$ cat src/rtl/amb_pkg.sv
package amb_pkg;

  typedef struct packed {
    logic store;
    logic aux_rd;
    logic aux_wr;
    logic alt_zp;
  } amb_flags_t;

  // switch write offsets within the I/O page (bit 0 is the value)
  localparam logic [3:1] SW_STORE  = 3'd0;
  localparam logic [3:1] SW_AUX_RD = 3'd1;
  localparam logic [3:1] SW_AUX_WR = 3'd2;
  localparam logic [3:1] SW_ALT_ZP = 3'd4;

  // status read offsets
  localparam logic [7:0] ST_AUX_RD = 8'h13;
  localparam logic [7:0] ST_AUX_WR = 8'h14;
  localparam logic [7:0] ST_ALT_ZP = 8'h16;
  localparam logic [7:0] ST_STORE  = 8'h18;

  localparam logic [7:0] IO_PAGE = 8'hC0;

endpackage

$ cat src/rtl/amb_switch_regs.sv
module amb_switch_regs
  import amb_pkg::*;
#(
  parameter int ADDR_W = 16
) (
  input  logic              clk,
  input  logic              rst_n,
  input  logic [ADDR_W-1:0] bus_addr,
  input  logic              bus_wr,
  output amb_flags_t        flags_q
);

  localparam int PAGE_W = ADDR_W - 8;

  amb_flags_t flags_d;
  logic       in_sw_range;
  logic       flag_en;

  assign in_sw_range = (bus_addr[ADDR_W-1:8] == PAGE_W'(IO_PAGE)) &&
                       (bus_addr[7:4] == 4'h0);

  always_comb begin
    flags_d = flags_q;
    flag_en = 1'b0;
    if (bus_wr && in_sw_range) begin
      unique case (bus_addr[3:1])
        SW_STORE:  begin flags_d.store  = bus_addr[0]; flag_en = 1'b1; end
        SW_AUX_RD: begin flags_d.aux_rd = bus_addr[0]; flag_en = 1'b1; end
        SW_AUX_WR: begin flags_d.aux_wr = bus_addr[0]; flag_en = 1'b1; end
        SW_ALT_ZP: begin flags_d.alt_zp = bus_addr[0]; flag_en = 1'b1; end
        default:   ;
      endcase
    end
  end

  always_ff @(posedge clk or negedge rst_n) begin
    if (!rst_n) begin
      flags_q <= '0;
    end else if (flag_en) begin
      flags_q <= flags_d;
    end
  end

endmodule

$ cat src/rtl/amb_page_map.sv
module amb_page_map
  import amb_pkg::*;
#(
  parameter int          PAGE_W    = 8,
  parameter logic [7:0]  ZP_LAST   = 8'h01,
  parameter logic [7:0]  TXT_FIRST = 8'h04,
  parameter logic [7:0]  TXT_LAST  = 8'h07,
  parameter logic [7:0]  HGR_FIRST = 8'h20,
  parameter logic [7:0]  HGR_LAST  = 8'h3F,
  parameter logic [7:0]  RAM_LAST  = 8'hBF
) (
  input  logic [PAGE_W-1:0] page,
  input  amb_flags_t        flags,
  input  logic              page2,
  input  logic              hires,
  output logic              rd_aux,
  output logic              wr_aux
);

  localparam int NDIR = 2;

  logic in_zp, in_ram, in_txt, in_hgr;
  logic dir_flag [NDIR];
  logic dir_sel  [NDIR];

  assign in_zp  = page <= PAGE_W'(ZP_LAST);
  assign in_ram = page <= PAGE_W'(RAM_LAST);
  assign in_txt = (page >= PAGE_W'(TXT_FIRST)) && (page <= PAGE_W'(TXT_LAST));
  assign in_hgr = (page >= PAGE_W'(HGR_FIRST)) && (page <= PAGE_W'(HGR_LAST));

  assign dir_flag[0] = flags.aux_rd;
  assign dir_flag[1] = flags.aux_wr;

  for (genvar d = 0; d < NDIR; d++) begin : g_dir
    always_comb begin
      if (in_zp)
        dir_sel[d] = flags.alt_zp;
      else if (!in_ram)
        dir_sel[d] = 1'b0;
      else if (flags.store && in_txt)
        dir_sel[d] = page2;
      else if (flags.store && in_hgr)
        dir_sel[d] = page2 && hires;
      else
        dir_sel[d] = dir_flag[d];
    end
  end

  assign rd_aux = dir_sel[0];
  assign wr_aux = dir_sel[1];

endmodule

$ cat src/rtl/amb_status.sv
module amb_status
  import amb_pkg::*;
#(
  parameter int ADDR_W = 16,
  parameter int DATA_W = 8
) (
  input  logic              bus_rd,
  input  logic [ADDR_W-1:0] bus_addr,
  input  amb_flags_t        flags,
  output logic              stat_hit,
  output logic [DATA_W-1:0] stat_data
);

  localparam int PAGE_W = ADDR_W - 8;

  logic io_rd;
  logic flag_bit;

  assign io_rd = bus_rd && (bus_addr[ADDR_W-1:8] == PAGE_W'(IO_PAGE));

  always_comb begin
    stat_hit = 1'b0;
    flag_bit = 1'b0;
    if (io_rd) begin
      unique case (bus_addr[7:0])
        ST_AUX_RD: begin stat_hit = 1'b1; flag_bit = flags.aux_rd; end
        ST_AUX_WR: begin stat_hit = 1'b1; flag_bit = flags.aux_wr; end
        ST_ALT_ZP: begin stat_hit = 1'b1; flag_bit = flags.alt_zp; end
        ST_STORE:  begin stat_hit = 1'b1; flag_bit = flags.store;  end
        default:   ;
      endcase
    end
    stat_data = '0;
    stat_data[DATA_W-1] = flag_bit;
  end

endmodule

$ cat src/rtl/amb_bank_mapper.sv
module amb_bank_mapper
  import amb_pkg::*;
#(
  parameter int ADDR_W = 16,
  parameter int DATA_W = 8
) (
  input  logic              clk,
  input  logic              rst_n,
  input  logic [ADDR_W-1:0] bus_addr,
  input  logic              bus_rd,
  input  logic              bus_wr,
  input  logic              page2,
  input  logic              hires,
  output logic              rd_aux,
  output logic              wr_aux,
  output logic              altzp,
  output logic              stat_hit,
  output logic [DATA_W-1:0] stat_data
);

  localparam int PAGE_W = ADDR_W - 8;

  logic [1:0]  rst_pipe;
  logic        rst_sync_n;
  amb_flags_t  flags_q;

  // asynchronous assert, synchronous release
  always_ff @(posedge clk or negedge rst_n) begin
    if (!rst_n) rst_pipe <= 2'b00;
    else        rst_pipe <= {rst_pipe[0], 1'b1};
  end
  assign rst_sync_n = rst_pipe[1];

  amb_switch_regs #(.ADDR_W(ADDR_W)) u_regs (
    .clk      (clk),
    .rst_n    (rst_sync_n),
    .bus_addr (bus_addr),
    .bus_wr   (bus_wr),
    .flags_q  (flags_q)
  );

  amb_page_map #(.PAGE_W(PAGE_W)) u_map (
    .page   (bus_addr[ADDR_W-1:8]),
    .flags  (flags_q),
    .page2  (page2),
    .hires  (hires),
    .rd_aux (rd_aux),
    .wr_aux (wr_aux)
  );

  amb_status #(.ADDR_W(ADDR_W), .DATA_W(DATA_W)) u_stat (
    .bus_rd    (bus_rd),
    .bus_addr  (bus_addr),
    .flags     (flags_q),
    .stat_hit  (stat_hit),
    .stat_data (stat_data)
  );

  assign altzp = flags_q.alt_zp;

endmodule

$ cat config.mk
export PLATFORM = sky130hd
export DESIGN_NAME = amb_bank_mapper
export DESIGN_NICKNAME = d
export VERILOG_FILES = /design/src/rtl/amb_pkg.sv /design/src/rtl/amb_switch_regs.sv /design/src/rtl/amb_page_map.sv /design/src/rtl/amb_status.sv /design/src/rtl/amb_bank_mapper.sv
export SDC_FILE = /design/constraint.sdc
export NUM_CORES = 1
export LEC_CHECK = 0
export BUFFER_PORTS_ARGS = -buffer_cell sky130_fd_sc_hd__buf_2
export CAP_MARGIN = 20
export CORE_MARGIN = 2
export CORE_UTILIZATION = 44
export CTS_BUF_LIST = sky130_fd_sc_hd__clkbuf_4
export DETAILED_ROUTE_END_ITERATION = 10
export GPL_ROUTABILITY_DRIVEN = 0
export PLACE_DENSITY = 0.91
export SLEW_MARGIN = 20
export SYNTH_ARGS = -nofsm -noshare
export SYNTH_HDL_FRONTEND = slang
export SYNTH_SLANG_ARGS = --single-unit
$ cat constraint.sdc
create_clock -name clk -period 3.05 [get_ports clk]
set_clock_uncertainty 0.15 [all_clocks]
set_input_delay 0.915 -clock clk [delete_from_list [all_inputs] [get_ports clk]]
set_output_delay 0.915 -clock clk [all_outputs]
set_load 0.1 [all_outputs]
==> results_dict.tcl <==
set metrics [dict create \
    holdCritStartpoint "rst_pipe[0]$_DFF_PN0_" \
    crit_family "compound AO/OA/AOI/OAI gates" \
    drt-initial-drc-count 11 \
    switchingPower_uw 91.1 \
    synth_cells 62 \
    drive_above_1_share 0.564 \
    r2r-start "u_regs.flags_q[0]$_DFFE_PN0P_" \
    num_rows 13 \
    yosys.area.top_type "dfrtp_1" \
    p_int_uw 155 \
    clk_path_buf_depth 2 \
    wl_mm 1.67 \
    syn-cell-area_um2 596 \
    cp.required_ns 1.98 \
    path_clk_slew_ns 0.04 \
    post-place-cells 112 \
    seq_power_share 0.332 \
    yosysUniqueCellTypes 32 \
    setup_viol 4 \
    syn_avg_cell_area_um2 9.61 \
    finalCritPeriodShare 1.05 \
    seqCellArea_um2 150 \
    dp_hpwl_mm 1.34 \
    numCtsBuffers 3 \
    worst_hold_path_type "reg -> reg" \
    rsz0062_at_grt "true" \
    crit_buf_inv 2 \
    yosysSeqAreaShare 0.252 \
    final_cells 116 \
    fin_crit_ns 3.21 \
    synth_area_leaders "dfrtp_1, buf_4, mux2_1" \
    cts_tree "yes" \
    worst_slack_ns -0.157 \
    cp-startpoint "bus_addr[12]" \
    die_width_um 40.8 \
    n_fill_cell 87 \
    cts_htree_levels 1 \
    clkSinkCount 6 \
    clk_latency_ns 0.24 \
    worst_ep_arrival_time_ns 2.14 \
    max_freq_mhz 312 \
    multi_input_area_um2 467 \
    grt_pass1_vias 556 \
    drc 0 \
    ys_warn_count 0 \
    cpMaxStageDelayCell "or3_4" \
    whs_ns 0.208 \
    synth_top_area_share 0.252 \
    vias 603 \
    die_y_um 40.8 \
    core_mm2 0.00128 \
    slew_violations 0 \
    grt-ovfl-total 0 \
    ir_drop_mv 0.223 \
    routedWlPerCell_um 14.4 \
    die_area_mm2 0.00166 \
    cts_setup_buffers 0 \
    critPathMaxStageDelay_ns 0.42 \
    grt_pass1_wl_mm 2.35 \
    antenna_found_initial 0 \
    nNetsFinal 125 \
    root_buffer "clkbuf_4" \
    crit_path_start_kind "input pin" \
    cap_violations 0 \
    diodes 0 \
    drt_first_pass_iters 4 \
    clkPwrFrac 0.283 \
    grt_use_total 0.227 \
    grt_max_degree 8 \
    cp_max_fo 4 \
    initial_utilization 0.463 \
    area_delta_synth_final_pct 62.6 \
    critPathKind "in -> out" \
    ant_nets 0 \
    power_frac_comb 0.385 \
    path_cells "buf_6 -> or3_4 -> o32ai_4 -> a21o_1 -> a32o_4 -> buf_12" \
    violations "setup timing" \
    pwr_density_cell_mw_per_mm2 254 \
    viasPerCell 5.20 \
    switching_share 0.370 \
    end_kind "output port" \
    synth-seq-cells 6 \
    io-pin-count 34 \
    p_leak_nw 0.468 \
    status "finished, violations left" \
    hold_viol 0 \
    io_buffer_count 26 \
]
per-stage QoR:
| step | area, um2 | worst slack, ns | TNS, ns | util | total power [mW] |
|---|---|---|---|---|---|
| floorplan | 674 | -0.143 | -0.501 | - | 0.147 |
| global placement | 900 | -0.227 | -0.694 | 0.700 | 0.169 |
| detailed placement | 900 | -0.252 | -0.812 | 0.700 | 0.172 |
| CTS | 968 | -0.192 | -0.632 | 0.754 | 0.249 |
| global route | 968 | -0.236 | -0.803 | 0.754 | 0.261 |
| finish | 968 | -0.157 | -0.601 | 0.754 | 0.246 |
power by group through the flow:
| stage | sequential, mW | clock, mW | combinational [mW] |
|---|---|---|---|
| 5_1_grt | 0.0816 | 0.0805 | 0.0991 |
| 2_1_floorplan | 0.0834 | 0 | 0.0640 |
| 3_3_place_gp | 0.0835 | 0 | 0.0853 |
| 6_report | 0.0816 | 0.0696 | 0.0948 |
| 3_5_place_dp | 0.0836 | 0 | 0.0887 |
| 4_1_cts | 0.0816 | 0.0735 | 0.0937 |
sequential cells by signal, summed over array words and instances (netlist names):
name,count
rst_pipe,2
u_regs.flags_q,4
layout make-up:
cell class	instances	share of cell area
multi-input cells	52	0.482
repair buffers	40	0.320
flip-flops and latches	6	0.155
clock buffers	3	0.0233
well taps	15	0.0194
layout by cell type (no fill, tap or decap), types with 2 or more instances in the layout:
| cell | n |
|---|---|
| conb_1 | 8 |
| buf_12 | 4 |
| a21o_1 | 2 |
| buf_4 | 13 |
| buf_6 | 2 |
| nor2_1 | 3 |
| nor3_1 | 3 |
| nor3b_2 | 2 |
| dfrtp_1 | 6 |
| buf_2 | 20 |
| nand2_1 | 3 |
| a21oi_2 | 2 |
| clkbuf_4 | 3 |
| mux2_1 | 4 |
| a32o_4 | 2 |
layer usage:
metal  share of wire  global-route usage  vias to the layer above
li1                -                   -                      297
met1            0.36               0.235                      277
met2            0.58               0.434                       24
met3           0.039              0.0380                        5
met4           0.016               0.100                        0
met5               0                   0                        -
cells by family (layout without fill, tap and decap cells):
kind of cell    after synthesis  in the layout  share of synthesized area
buf+inv                      10             43                      0.113
simple gates                 28             28                      0.399
flops                         6              6                      0.252
other cells                   2              8                     0.0126
mux                           4              4                     0.0756
compound gates               12             12                      0.147
worst paths after layout:
kind                                                  to  slack [ns]  cells after the start
min in group asynchronous          rst_pipe[1]$_DFF_PN0_        0.31                      1
max in group asynchronous  u_regs.flags_q[2]$_DFFE_PN0P_        2.14                      1
hold reg to reg                    rst_pipe[1]$_DFF_PN0_        0.21                      0
setup / recovery                                  wr_aux       -0.16                      6
hold / removal                     rst_pipe[1]$_DFF_PN0_        0.21                      0
setup reg to reg           u_regs.flags_q[0]$_DFFE_PN0P_        2.04                      1
cell usage after synthesis:
master	count
o32ai_1	1
nor3_1	4
nor4bb_1	1
a21oi_1	3
and4bb_1	1
o22a_1	1
nand2_1	3
nor2_1	4
nand3b_1	1
nor3b_2	2
nand3_1	1
nand4b_4	1
dfrtp_1	6
or3_4	1
a21o_1	2
or2_2	1
a22oi_1	1
nor3_4	1
a31oi_1	1
a32o_1	2
and4b_1	1
or3b_1	1
buf_4	8
nor3b_1	1
conb_1	2
o22ai_1	1
nor2b_1	1
nand4bb_1	1
clkbuf_1	2
nand4_1	1
mux2_1	4
nor4b_4	1
what timing repair did:
item,CTS,global route
endpoints found under the setup margin,4,4
pin swaps,2,1
hold endpoints to repair,4,0
resized for setup,5,0
hold buffers,1,0
Note: power is estimated with default switching activity, not from simulation.
